## src/rtl/irq_router_pkg.sv

```systemverilog
package irq_router_pkg;
    localparam int DATA_W = 32;
    localparam int ADDR_W = 8;
    localparam int IDX_W  = $clog2(DATA_W);
    localparam int MASTER_BIT = DATA_W - 1;

    localparam logic [ADDR_W-1:0] A_PEND0  = 8'h00;
    localparam logic [ADDR_W-1:0] A_PEND1  = 8'h04;
    localparam logic [ADDR_W-1:0] A_ROUTE  = 8'h20;
    localparam logic [ADDR_W-1:0] A_RAW    = 8'h30;
    localparam logic [ADDR_W-1:0] A_EN_SET = 8'h34;
    localparam logic [ADDR_W-1:0] A_EN_CLR = 8'h38;

    typedef struct packed {
        logic [DATA_W-1:0] en;
        logic [DATA_W-1:0] route;
    } cfg_t;

    typedef struct packed {
        logic [DATA_W-1:0] s1;
        logic [DATA_W-1:0] s2;
    } sync_t;
endpackage

```

## src/rtl/irq_router_sync.sv

```systemverilog
module irq_router_sync
    import irq_router_pkg::*;
(
    input  logic              clk,
    input  logic              rst_n,
    input  logic [DATA_W-1:0] lines_in,
    output logic [DATA_W-1:0] lines_sync
);
    sync_t sync_d, sync_q;

    always_comb begin
        sync_d    = sync_q;
        sync_d.s1 = lines_in;
        sync_d.s2 = sync_q.s1;
    end

    always_ff @(posedge clk or negedge rst_n) begin
        if (!rst_n) sync_q <= '0;
        else        sync_q <= sync_d;
    end

    assign lines_sync = sync_q.s2;

    AST_SYNC_SECOND_STAGE: assert property (@(posedge clk) disable iff (!rst_n)
        1'b1 |=> (lines_sync == $past(sync_q.s1))) else $error("sync stage");
endmodule

```

## src/rtl/irq_router_cfg.sv

```systemverilog
module irq_router_cfg
    import irq_router_pkg::*;
(
    input  logic              clk,
    input  logic              rst_n,
    input  logic              wr_en,
    input  logic [ADDR_W-1:0] wr_addr,
    input  logic [DATA_W-1:0] wr_data,
    output logic [DATA_W-1:0] en_mask,
    output logic [DATA_W-1:0] route_mask
);
    cfg_t cfg_d, cfg_q;

    always_comb begin
        cfg_d = cfg_q;
        if (wr_en) begin
            unique case (wr_addr)
                A_EN_SET: cfg_d.en    = cfg_q.en | wr_data;
                A_EN_CLR: cfg_d.en    = cfg_q.en & ~wr_data;
                A_ROUTE:  cfg_d.route = wr_data;
                default:  cfg_d       = cfg_q;
            endcase
        end
    end

    always_ff @(posedge clk or negedge rst_n) begin
        if (!rst_n) cfg_q <= '0;
        else        cfg_q <= cfg_d;
    end

    assign en_mask    = cfg_q.en;
    assign route_mask = cfg_q.route;

    AST_SET_TAKES: assert property (@(posedge clk) disable iff (!rst_n)
        (wr_en && wr_addr == A_EN_SET) |=> ((en_mask & $past(wr_data)) == $past(wr_data)))
        else $error("set");
    AST_CLR_TAKES: assert property (@(posedge clk) disable iff (!rst_n)
        (wr_en && wr_addr == A_EN_CLR) |=> ((en_mask & $past(wr_data)) == '0))
        else $error("clear");
    AST_IDLE_HOLDS: assert property (@(posedge clk) disable iff (!rst_n)
        (!wr_en) |=> ($stable(en_mask) && $stable(route_mask))) else $error("hold");
endmodule

```

## src/rtl/irq_router_first.sv

```systemverilog
module irq_router_first
    import irq_router_pkg::*;
(
    input  logic [DATA_W-1:0] pend,
    output logic [IDX_W-1:0]  idx,
    output logic              valid
);
    always_comb begin
        idx = '0;
        for (int i = DATA_W - 1; i >= 0; i--) begin
            if (pend[i]) idx = IDX_W'(i);
        end
    end

    assign valid = |pend;
endmodule

```

## src/rtl/irq_router.sv

```systemverilog
module irq_router
    import irq_router_pkg::*;
(
    input  logic              clk,
    input  logic              rst_n,
    input  logic [ADDR_W-1:0] bus_addr,
    input  logic              bus_we,
    input  logic [DATA_W-1:0] bus_wdata,
    output logic [DATA_W-1:0] bus_rdata,
    input  logic [DATA_W-1:0] irq_lines,
    output logic              cpu_irq0,
    output logic              cpu_irq1,
    output logic [IDX_W-1:0]  first_idx,
    output logic              first_valid
);
    logic [DATA_W-1:0] raw;
    logic [DATA_W-1:0] en_mask;
    logic [DATA_W-1:0] route_mask;
    logic [DATA_W-1:0] pend0;
    logic [DATA_W-1:0] pend1;
    logic              master;

    irq_router_sync u_sync (
        .clk        (clk),
        .rst_n      (rst_n),
        .lines_in   (irq_lines),
        .lines_sync (raw)
    );

    irq_router_cfg u_cfg (
        .clk        (clk),
        .rst_n      (rst_n),
        .wr_en      (bus_we),
        .wr_addr    (bus_addr),
        .wr_data    (bus_wdata),
        .en_mask    (en_mask),
        .route_mask (route_mask)
    );

    assign master = en_mask[MASTER_BIT];

    always_comb begin
        pend0 = '0;
        pend1 = '0;
        if (master) begin
            pend0 = raw & en_mask & ~route_mask;
            pend1 = raw & en_mask & route_mask;
        end
    end

    irq_router_first u_first (
        .pend  (pend0),
        .idx   (first_idx),
        .valid (first_valid)
    );

    assign cpu_irq0 = |pend0;
    assign cpu_irq1 = |pend1;

    always_comb begin
        unique case (bus_addr)
            A_PEND0:  bus_rdata = pend0;
            A_PEND1:  bus_rdata = pend1;
            A_ROUTE:  bus_rdata = route_mask;
            A_RAW:    bus_rdata = raw;
            A_EN_SET: bus_rdata = en_mask;
            A_EN_CLR: bus_rdata = en_mask;
            default:  bus_rdata = '0;
        endcase
    end

    AST_MASTER_GATES: assert property (@(posedge clk) disable iff (!rst_n)
        !en_mask[MASTER_BIT] |-> (!cpu_irq0 && !cpu_irq1)) else $error("master");
    AST_ROUTE_DISJOINT: assert property (@(posedge clk) disable iff (!rst_n)
        (pend0 & pend1) == '0) else $error("route");
    AST_VALID_TRACKS_IRQ0: assert property (@(posedge clk) disable iff (!rst_n)
        first_valid == cpu_irq0) else $error("valid");
    AST_FIRST_IS_LOWEST: assert property (@(posedge clk) disable iff (!rst_n)
        first_valid |-> (pend0[first_idx] &&
            ((pend0 & ((DATA_W'(1) << first_idx) - DATA_W'(1))) == '0)))
        else $error("lowest");
endmodule

```

## config.mk

```make
export PLATFORM = sky130hd
export DESIGN_NAME = irq_router
export DESIGN_NICKNAME = d
export VERILOG_FILES = /design/src/rtl/irq_router_pkg.sv /design/src/rtl/irq_router_sync.sv /design/src/rtl/irq_router_cfg.sv /design/src/rtl/irq_router_first.sv /design/src/rtl/irq_router.sv
export SDC_FILE = /design/constraint.sdc
export NUM_CORES = 1
export LEC_CHECK = 0
export ABC_AREA = 1
export BUFFER_PORTS_ARGS = -buffer_cell sky130_fd_sc_hd__buf_2
export CORE_ASPECT_RATIO = 1.4
export CORE_UTILIZATION = 40
export CTS_CLUSTER_DIAMETER = 120
export CTS_CLUSTER_SIZE = 10
export DETAILED_ROUTE_END_ITERATION = 8
export PLACE_DENSITY = 0.6
export SYNTH_ARGS = -nofsm -noshare
export SYNTH_HDL_FRONTEND = slang
export SYNTH_SLANG_ARGS = --single-unit
```

## constraint.sdc

```tcl
create_clock -name clk -period 3.5 [get_ports clk]
set_input_delay 0.7 -clock clk [delete_from_list [all_inputs] [get_ports clk]]
set_output_delay 0.7 -clock clk [all_outputs]
set_load 0.005 [all_outputs]
```

Word level (Yosys, flattened, before mapping)
Cells that the tools add are included.
{"block": "totals", "regBits": 128, "inputBits": 75, "out_inout_bits": 40, "word_cells": 59}
{"block": "op_classes", "eq_ne": 5, "n_mux": 36, "bitwise": 7, "reduce_logical": 7}
{"cell": "two-way mux 5 bit", "n": 32}
{"cell": "case mux 32 bit (5 select lines)", "n": 1}
{"cell": "bitwise AND 32 bit", "n": 4}
{"cell": "two-way mux 32 bit", "n": 2}
{"cell": "NOT 32 bit", "n": 2}
{"cell": "case mux 32 bit (2 select lines)", "n": 1}
{"cell": "OR reduction 32 bit", "n": 2}
{"cell": "== test 8 x 6 -> 1 bit, second input constant", "n": 4}
{"cell": "bitwise OR 32 bit", "n": 1}
{"cell": "== test 8 x 3 -> 1 bit, second input constant", "n": 1}
{"cell": "zero test 8 bit", "n": 1}
{"cell": "AND reduction 2 bit", "n": 2}
{"cell": "nonzero test 2 bit", "n": 1}
{"cell": "OR reduction 2 bit", "n": 1}

Longest topological paths before layout
Gate-level depths: netlist of run 1.
{"block": "depth", "word_depth": 35, "mapped_depth": 34, "mapped_depth_nobuf": 33}

Cells and area by module
From an unflattened synthesis of run 1, not the netlist that was laid out.
{"block": "hier_totals", "hier_cells": 977, "area_unflattened_um2": 7134.3}
{"module": "irq_router_cfg", "instances": 1, "cells_each": 339, "area_per_inst_um2": 2889.0, "seq_area_each_um2": 1601.5}
{"module": "irq_router", "instances": 1, "cells_each": 467, "area_per_inst_um2": 2173.3, "seq_area_each_um2": 0.0}
{"module": "irq_router_sync", "instances": 1, "cells_each": 64, "area_per_inst_um2": 1601.5, "seq_area_each_um2": 1601.5}
{"module": "irq_router_first", "instances": 1, "cells_each": 107, "area_per_inst_um2": 470.5, "seq_area_each_um2": 0.0}

Worst setup path after synthesis of run 1
OpenSTA, ideal clock, no wires.
{"block": "synth_timing", "path_kind": "input -> output", "from": "in bus_addr[7]", "to": "out bus_rdata[1]", "t_arrival_ns": 2.187, "required_time_ns": 2.800, "slack_ns": 0.613, "cell_stages": 11, "path_buffers": 2, "path_cell_list": "nor2_1 -> inv_1 -> nor3_4 -> inv_1 -> nor2_1 -> nor2_1 -> inv_1 -> buf_2 -> buf_2 -> nand2_1 -> o211ai_1"}
{"block": "synth_between", "elab_chain_cells": 3, "elab_cells_between_ends": 8, "classes_between": "eq/ne: 5; mux: 1; reduce/logical: 2"}
{"item": "from (decl)", "line": "irq_router.sv:6", "text": "input logic [ADDR_W-1:0] bus_addr,"}
{"item": "== test 8 x 6 -> 1 bit", "line": "irq_router.sv:61", "text": "unique case (bus_addr)"}
{"item": "OR reduction 2 bit (no source line)"}
{"item": "case mux 32 bit (5 select lines) *", "line": "irq_router.sv:61"}
{"item": "to (decl)", "line": "irq_router.sv:9", "text": "output logic [DATA_W-1:0] bus_rdata,"}
Every way passes the cells marked *; elsewhere a longest branch is shown, timed or not.

==> results.ini, run 1 <==
[run_status]
status=finished, violations left
violations=setup timing

[setup_path]
critPathLaunchType=flop
crit_cells=34
crit_buf_inv=2
cp_slowest_cell=dfrtp_2
end_kind=output port
crit_family=simple AND/OR/NAND/NOR gates
worst_r2r_path_depth=3
path_max_fanout=4
r2r_slack_ps=2510
worstSetupPathType=flop to output port
worst_ep_required_time_ps=2800
setup.worst_path.end=first_idx[0]
arrival_ps=2890
slowest_delay_ps=420
cp_common_cell=nand2_1

[route]
wirelength_um=18300
drtIter0Drc=398
wl_met1_um=7320
drcViolationCount=0
dr.max_layer_used=met4
dr_wl_met2_um=9070
dr.pass1.iters=5
num_vias=5718
dr_wl_met3_um=1280
wl_per_cell_um=17.3
ant_nets=0
vias_per_cell=5.41

[timing]
finalClockSkew_ps=9.21
drv_slew=0
setup_ws_ps=-92.8
max_slew_margin_pct=62.4
min_period_over_period_pct=103
setup_violations=1
final_hold_viol_count=0
setup-tns-final_ps=-92.8
rsz0062_at_grt=yes
tightest_slew_ps=559
min_period_ps=3590
timing.fmax_ghz=0.278

[synth]
synth_edf_count=0
yosysTopAreaCellShare_pct=52.9
synth_common_cells=nand2_1, dfrtp_1, nor2_1, inv_1, nand3_1
synthCells=728
yosys-top-cells-area=dfrtp_1, nand2_1, nor2_1
synth_area_um2=6060
ys_warn_count=0
synth_area_leader_cell=dfrtp_1
syn-num-nets=803
async_flop_share_pct=100
yosysMostFrequentCell=nand2_1
yosysSeqAreaShare_pct=52.9
syn_area_per_cell_um2=8.32
synthFlopType=dfrtp_1
synth_cell_types=39
synth_seq_cells=128

[final_layout]
diodes=0
final_area_um2=7570
final_nets=931
final_cells=1057
area_growth_pct=25.0
drive_gt1_share_pct=22.2
fillers=1422

[floorplanning]
ios=115
coreArea_um2=14600
die_y_um=148
die_w_um=106
rows=52
start_util_pct=41.4
die-area_um2=15600

[placement]
placed_cell_area_um2=6940
dp.cells=1020
dp_hpwl_um=12500
port_buffers=114
pre_cts_ws_ps=237
gp_congestion=0.856

[global_routing]
grt_pass1_vias=5801
antenna_found_initial=0
grt.total_usage_pct=24.6
grt.overflow.total=0
grt_pass1_wl_um=29200
grt_start_max_net_pins=79

[clocking]
root_buffer=clkbuf_16
path_clk_slew_ps=60
insertion_delay_ps=420
cts_buffer_depth=2
cts_buffers=17
cts.sinks=128
cts_tree=done
cts_max_level=4

[power]
static-leakage-power_nw=3.70
cellPowerDensity_nw_per_um2=463
worst_ir_drop_vdd_uv=248
power_mw=3.51

[run]
cap_violations=0

[min_path]
hp-class=input pin to async pin

[through the flow]
stage,util [%],hold slack (ps)
floorplan,-,331
global placement,47.4,332
detailed placement,47.4,335
CTS,51.4,88.6
global route,51.7,92.7
finish,51.7,98.5
[repair_timing]
action / CTS / global route
gates resized for setup: 4 / 4
hold buffers: 0 / 0
pin swaps: 3 / 6
endpoints found under the setup margin: 1 / 3
setup buffers: 2 / 4
[cell type report]
type / count / area [um2] / area share (%)
clock buffer: 19 / 443 / 5.85
clock inverter: 12 / 114 / 1.50
inverter: 78 / 295 / 3.90
multi-input combinational: 490 / 2460 / 32.4
sequential: 128 / 3200 / 42.3
tap: 189 / 236 / 3.12
timing repair buffer: 141 / 821 / 10.8
[cells in the final DEF, fill, tap and decap left out, drive strengths merged]
cell / synthesis / final
nand2: 146 / 146
buf: 12 / 141
dfrtp: 128 / 128
nor2: 106 / 106
inv: 77 / 78
o21ai: 56 / 56
nand3: 55 / 55
a21oi: 33 / 33
a221oi: 21 / 21
clkbuf: 20 / 19
nor4: 13 / 13
nand4: 9 / 9
nor3: 9 / 9
a32o: 8 / 8
o211ai: 8 / 8
a31oi: 7 / 7
clkinv: 1 / 7
o22ai: 4 / 4
mux2: 4 / 4
clkinvlp: 0 / 4
a311oi: 2 / 2
o221ai: 2 / 2
o2111ai: 2 / 2
a21boi: 1 / 1
o32ai: 1 / 1
a22o: 1 / 1
nor4b: 1 / 1
or4: 1 / 1
bufinv: 0 / 1
[worst register-to-register path: cells and delay by family (launching register included)]
family          cells  cell delay, ps
flops               1             450
buf+inv             1             240
simple gates        1              90
compound gates      1              80
[layer usage]
metal	global-route usage, %	vias up
li1	-	2716
met1	28.8	2705
met2	41.9	246
met3	5.82	51
met4	12.2	0
met5	0	-
[report_power, final]
part	internal (mW)	switching [mW]	total, mW
Clock	0.992	0.659	1.65
Sequential	1.57	0.0666	1.64
Combinational	0.0854	0.133	0.219
Total	2.65	0.859	3.51
[how the worst min path moves through the flow]
stage	from	to	slack, ps	cells after the start
2_1_floorplan	u_sync.sync_d[0]	u_sync.lines_sync[0]	330	0
4_1_cts	rst_n	async pin	90	1
6_report	rst_n	u_sync.lines_sync[28]	100	1
3_3_place_gp	u_sync.sync_d[18]	u_sync.lines_sync[18]	330	0
3_5_place_dp	u_sync.sync_d[18]	u_sync.lines_sync[18]	330	0
5_1_grt	rst_n	async pin	90	1
[cell families (layout without fill, tap and decap cells)]
| group | count (synthesis) | after routing | share of synthesized area, % |
|---|---|---|---|
| AOI/OAI and AO/OA | 146 | 146 | 15.2 |
| buffers and inverters | 110 | 250 | 7.19 |
| DFF | 128 | 128 | 52.9 |
| muxes | 4 | 4 | 0.744 |
| and+or+nand+nor | 340 | 340 | 24.0 |
Note: power is estimated with default switching activity, not from simulation.
==> run 2: changes to the inputs <==
--- a/config.mk
+++ b/config.mk
@@ -12,6 +12,7 @@
 export CTS_CLUSTER_DIAMETER = 120
 export CTS_CLUSTER_SIZE = 10
 export DETAILED_ROUTE_END_ITERATION = 8
+export HOLD_SLACK_MARGIN = 0.12
 export PLACE_DENSITY = 0.6
 export SYNTH_ARGS = -nofsm -noshare
 export SYNTH_HDL_FRONTEND = slang
==> results.ini, run 2 (synthesized netlist as in run 1, its figures left out) <==
[setup_path]
arrival_ps=2890  ; about the same
worst_r2r_path_depth=3  ; unchanged
setup.worst_path.end=first_idx[0]
crit_buf_inv=2  ; unchanged
cp_common_cell=nand2_1
crit_family=simple AND/OR/NAND/NOR gates
worst_ep_required_time_ps=2800  ; about the same
critPathLaunchType=flop
crit_cells=34  ; unchanged
path_max_fanout=4  ; unchanged
worstSetupPathType=flop to output port
r2r_slack_ps=2510  ; about the same
end_kind=output port
cp_slowest_cell=dfrtp_2
slowest_delay_ps=420  ; about the same

[floorplanning]
coreArea_um2=14600  ; unchanged
ios=115  ; unchanged
rows=52  ; unchanged
die_y_um=148  ; unchanged
die-area_um2=15600  ; unchanged
die_w_um=106  ; unchanged
start_util_pct=41.4  ; unchanged

[route]
wl_per_cell_um=17.4  ; +0.25%
drcViolationCount=0  ; unchanged
dr.pass1.iters=6  ; +1
wirelength_um=18400  ; +0.34%
drtIter0Drc=404  ; +1.5%
ant_nets=0  ; unchanged
num_vias=5709  ; -0.16%
vias_per_cell=5.40  ; -0.25%

[run_status]
violations=setup timing
status=finished, violations left

[clocking]
cts_buffer_depth=2  ; unchanged
path_clk_slew_ps=60  ; about the same
insertion_delay_ps=420  ; about the same
cts.sinks=128  ; unchanged
root_buffer=clkbuf_16
cts_tree=done
cts_buffers=17  ; unchanged
cts_max_level=4  ; unchanged

[final_layout]
layout_commonest_cell=nand2_1
diodes=0  ; unchanged
final_area_um2=7580  ; +0.13%
final_nets=932  ; +0.11%
fin_util_pct=51.8  ; +0.068 points
drive_gt1_share_pct=22.2  ; -0.026 points
area_growth_pct=25.1
mostFrequentLayoutCells=nand2_1, dfrtp_1, buf_2, nor2_1, inv_1
final_cells=1058  ; +0.095%

[global_routing]
antenna_found_initial=0  ; unchanged
grt_start_max_net_pins=79  ; unchanged
grt_pass1_wl_um=29200  ; unchanged
grt.total_usage_pct=24.6  ; unchanged
grt.overflow.total=0  ; unchanged
grt_pass1_vias=5801  ; unchanged

[power]
worst_ir_drop_vdd_uv=247  ; -0.51%
static-leakage-power_nw=3.70  ; +0.11%
cellPowerDensity_nw_per_um2=463  ; about the same
power_mw=3.51  ; +0.13%

[placement]
placed_cell_area_um2=6940  ; unchanged
dp_hpwl_um=12500  ; unchanged
pre_cts_ws_ps=237  ; unchanged
port_buffers=114  ; unchanged
gp_congestion=0.856  ; unchanged
dp.cells=1020  ; unchanged

[timing]
setup_ws_ps=-94.8  ; -1.97 ps
min_period_over_period_pct=103  ; about the same
max_slew_margin_pct=62.3  ; -0.11 points
drv_slew=0  ; unchanged
timing.fmax_ghz=0.278  ; about the same
setup_violations=1  ; unchanged
finalClockSkew_ps=8.70  ; -0.517 ps
final_hold_viol_count=0  ; unchanged
min_period_ps=3590  ; +1.97 ps
rsz0062_at_grt=yes
tightest_slew_ps=561  ; +1.69 ps

[run]
cap_violations=0  ; unchanged

[min_path]
hp-class=flop to flop
whs_path_depth=0

## run 2: cell count changes in the layout (fill, tap and decap cells not counted), sizes merged
| cell | delta |
|---|---|
| dlygate4sd3 | +1 |
## run 2: worst register-to-register path: cells and delay by family (launching register included)
kind | cells | cell delay (ps)
buffers and inverters | 1 | 240
DFF | 1 | 450
AOI/OAI and AO/OA | 1 | 80
and+or+nand+nor | 1 | 90
## run 2: layout make-up
type | instances | area, um2
Fill cell | 1421 | 7060
Sequential cell | 128 | 3200
Multi-Input combinational cell | 490 | 2460
Timing Repair Buffer | 142 | 831
Clock buffer | 19 | 443
Inverter | 78 | 295
Tap cell | 189 | 236
Clock inverter | 12 | 114
## run 2: worst min path at each step
stage	start	to	slack [ps]
floorplan	u_sync.sync_d[0]	u_sync.lines_sync[0]	330
global placement	u_sync.sync_d[18]	u_sync.lines_sync[18]	330
detailed placement	u_sync.sync_d[18]	u_sync.lines_sync[18]	330
global route	u_sync.sync_d[18]	u_sync.lines_sync[18]	350
finish	u_sync.sync_d[27]	u_sync.lines_sync[27]	340
CTS	u_sync.sync_d[27]	u_sync.lines_sync[27]	340
## run 2: power breakdown
group	internal [mW]	leakage, nW	switching [mW]
Sequential	1.57	1.49	0.0670
Clock	0.992	0.261	0.662
Combinational	0.0861	1.95	0.134
Total	2.65	3.70	0.863
## run 2: timing repair
| action | CTS | global route |
|---|---|---|
| resized for setup | 4 | 4 |
| hold endpoints to repair | 6 | 0 |
| setup buffers | 2 | 4 |
| endpoints found under the setup margin | 1 | 3 |
| pin swaps | 3 | 6 |
| hold buffers | 1 | 0 |
## run 2: routing by layer
metal / share of wire [%] / vias to the layer above / global-route usage, %
met3: 6.9 / 51 / 5.82
li1: - / 2722 / -
met2: 49 / 247 / 41.9
met5: 0 / - / 0
met1: 40 / 2689 / 28.8
met4: 3.5 / 0 / 12.2
## run 2: per-stage QoR
stage / TNS (ps) / hold slack [ps]
floorplan: 0 / 331
global placement: 0 / 332
detailed placement: 0 / 335
CTS: -121 / 338
global route: -432 / 349
finish: -94.8 / 342
==> run 3: changes to the inputs <==
--- a/config.mk
+++ b/config.mk
@@ -8,12 +8,12 @@
 export ABC_AREA = 1
 export BUFFER_PORTS_ARGS = -buffer_cell sky130_fd_sc_hd__buf_2
 export CORE_ASPECT_RATIO = 1.4
-export CORE_UTILIZATION = 40
+export CORE_UTILIZATION = 45
 export CTS_CLUSTER_DIAMETER = 120
 export CTS_CLUSTER_SIZE = 10
 export DETAILED_ROUTE_END_ITERATION = 8
 export HOLD_SLACK_MARGIN = 0.12
-export PLACE_DENSITY = 0.6
+export PLACE_DENSITY = 0.66
 export SYNTH_ARGS = -nofsm -noshare
 export SYNTH_HDL_FRONTEND = slang
 export SYNTH_SLANG_ARGS = --single-unit
==> results.ini, run 3 (synthesized netlist as in run 1, its figures left out) <==
[final_layout]
fin_util_pct=57.8  ; +6.0 points
final_nets=927  ; -0.54%
mostFrequentLayoutCells=nand2_1, dfrtp_1, buf_2, nor2_1, inv_1
area_growth_pct=24.0
diodes=0  ; unchanged
fillers=1175  ; -17%
final_cells=1040  ; -1.7%
final_area_um2=7510  ; -0.87%
layout_commonest_cell=nand2_1
drive_gt1_share_pct=21.7  ; -0.52 points

[floorplanning]
rows=49  ; -5.8%
die_y_um=139  ; -5.6%
start_util_pct=46.6  ; +5.2 points
ios=115  ; unchanged
coreArea_um2=13000  ; -11%
die_w_um=100  ; -5.6%
die-area_um2=13900  ; -11%

[timing]
max_slew_margin_pct=54.7  ; -7.6 points
tightest_slew_ps=680  ; +119 ps
setup_ws_ps=-82.4  ; +12.3 ps
setup_violations=1  ; unchanged
rsz0062_at_grt=yes
min_period_ps=3580  ; -12.3 ps
finalClockSkew_ps=5.83  ; -2.87 ps
min_period_over_period_pct=102  ; -0.35 points
drv_slew=0  ; unchanged
timing.fmax_ghz=0.279  ; +0.34%
final_hold_viol_count=0  ; unchanged

[clocking]
insertion_delay_ps=420  ; about the same
path_clk_slew_ps=60  ; about the same
cts.sinks=128  ; unchanged
root_buffer=clkbuf_16
postCtsHoldBufs=0  ; -1
cts_tree=done
cts_buffer_depth=2  ; unchanged
cts_max_level=4  ; unchanged
cts_buffers=17  ; unchanged

[power]
netSwitchingFraction_pct=23.1  ; -1.5 points
seqPwrFrac_pct=45.8  ; -0.8 points
static-leakage-power_nw=3.69  ; -0.41%
cellPowerDensity_nw_per_um2=478  ; +3.1%
p_switching_uw=829  ; -3.9%
clkPwrFrac_pct=48.3  ; +1.2 points
power_mw=3.59  ; +2.2%
worst_ir_drop_vdd_uv=299  ; +21%
pwr-share-comb_pct=5.9  ; -0.4 points
p_int_mw=2.76  ; +4.2%

[route]
wl_per_cell_um=17.5  ; +0.71%
num_vias=5895  ; +3.3%
vias_per_cell=5.67  ; +5.0%
drcViolationCount=0  ; unchanged
ant_nets=0  ; unchanged
dr.pass1.iters=5  ; -1
drtIter0Drc=410  ; +1.5%
wirelength_um=18200  ; -1.0%

[global_routing]
grt.total_usage_pct=27.4  ; +2.9 points
grt.overflow.total=0  ; unchanged
grt_start_max_net_pins=61  ; -23%
antenna_found_initial=0  ; unchanged
grt_pass1_wl_um=29200  ; about the same
grt_pass1_vias=6010  ; +3.6%

[setup_path]
worst_r2r_path_depth=3  ; unchanged
slowest_delay_ps=510  ; +90 ps
worst_ep_required_time_ps=2800  ; about the same
path_max_fanout=31  ; +27
critPathLaunchType=flop
end_kind=output port
cp_slowest_cell=dfrtp_2
arrival_ps=2880  ; about the same
cp_common_cell=nand2_1
worstSetupPathType=flop to output port
r2r_slack_ps=2510  ; about the same

[placement]
gp_congestion=0.918  ; +7.3%
placed_cell_area_um2=6920  ; -0.38%
port_buffers=114  ; unchanged
dp.cells=1009  ; -1.1%
dp_hpwl_um=12400  ; -1.0%

[run]
cap_violations=0  ; unchanged

[run_status]
violations=setup timing
status=finished, violations left

[min_path]
hp-class=input pin to async pin

## run 3: what timing repair did
action,in CTS,in global routing
buffers inserted,2,0
endpoints found under the setup margin,1,2
pin swaps,1,3
resized for setup,1,5
endpoints found under the hold margin,0,0
## run 3: layer usage
metal  share of wire [%]  GRT usage (%)  vias to the layer above  routed length, um
met5                   0              0                        -                  0
met4                 4.7           16.5                        0                860
met3                 7.0           5.47                       75               1270
met2                  48           44.6                      319               8790
met1                  40           33.4                     2797               7250
li1                    -              -                     2704                  -
## run 3: cell type report
cell class	instances	area [um2]	area share, %
flip-flops and latches	128	3200	42.6
multi-input cells	490	2450	32.6
repair buffers	137	771	10.3
clock buffers	23	488	6.49
inverters	78	295	3.93
well taps	178	223	2.96
clock inverters	6	82.6	1.10
## run 3: power groups by stage
| stage | Sequential, mW | Combinational (mW) | Clock [mW] |
|---|---|---|---|
| finish | 1.64 | 0.212 | 1.73 |
| global route | 1.65 | 0.239 | 1.82 |
| CTS | 1.64 | 0.212 | 1.75 |
| detailed placement | 1.66 | 0.210 | 0 |
| global placement | 1.66 | 0.203 | 0 |
| floorplan | 1.64 | 0.0939 | 0 |
## run 3: worst max-delay path by stage
stage                     depth (start not counted)           end  slack, ps         from
after floorplan                                  11  bus_rdata[1]        610  bus_addr[7]
after global placement                           28  first_idx[0]        290         flop
after detailed placement                         34  first_idx[0]        250         flop
after CTS                                        33  first_idx[0]        -80         flop
after global routing                             33  first_idx[0]       -450         flop
final                                            28  first_idx[0]        -80         flop
## run 3: critical path, delay by kind of cell, from the launching register on
| family | cells | cell delay, ps |
|---|---|---|
| compound gates | 1 | 120 |
| buf+inv | 3 | 440 |
| simple gates | 24 | 1400 |
| flops | 1 | 510 |
## run 3: stage by stage
step	TNS, ps	worst slack [ps]	hold slack (ps)
3_5_place_dp	0	246	335
2_1_floorplan	0	613	331
6_report	-82.4	-82.4	331
4_1_cts	-82.4	-82.4	341
3_3_place_gp	0	292	333
5_1_grt	-446	-446	347
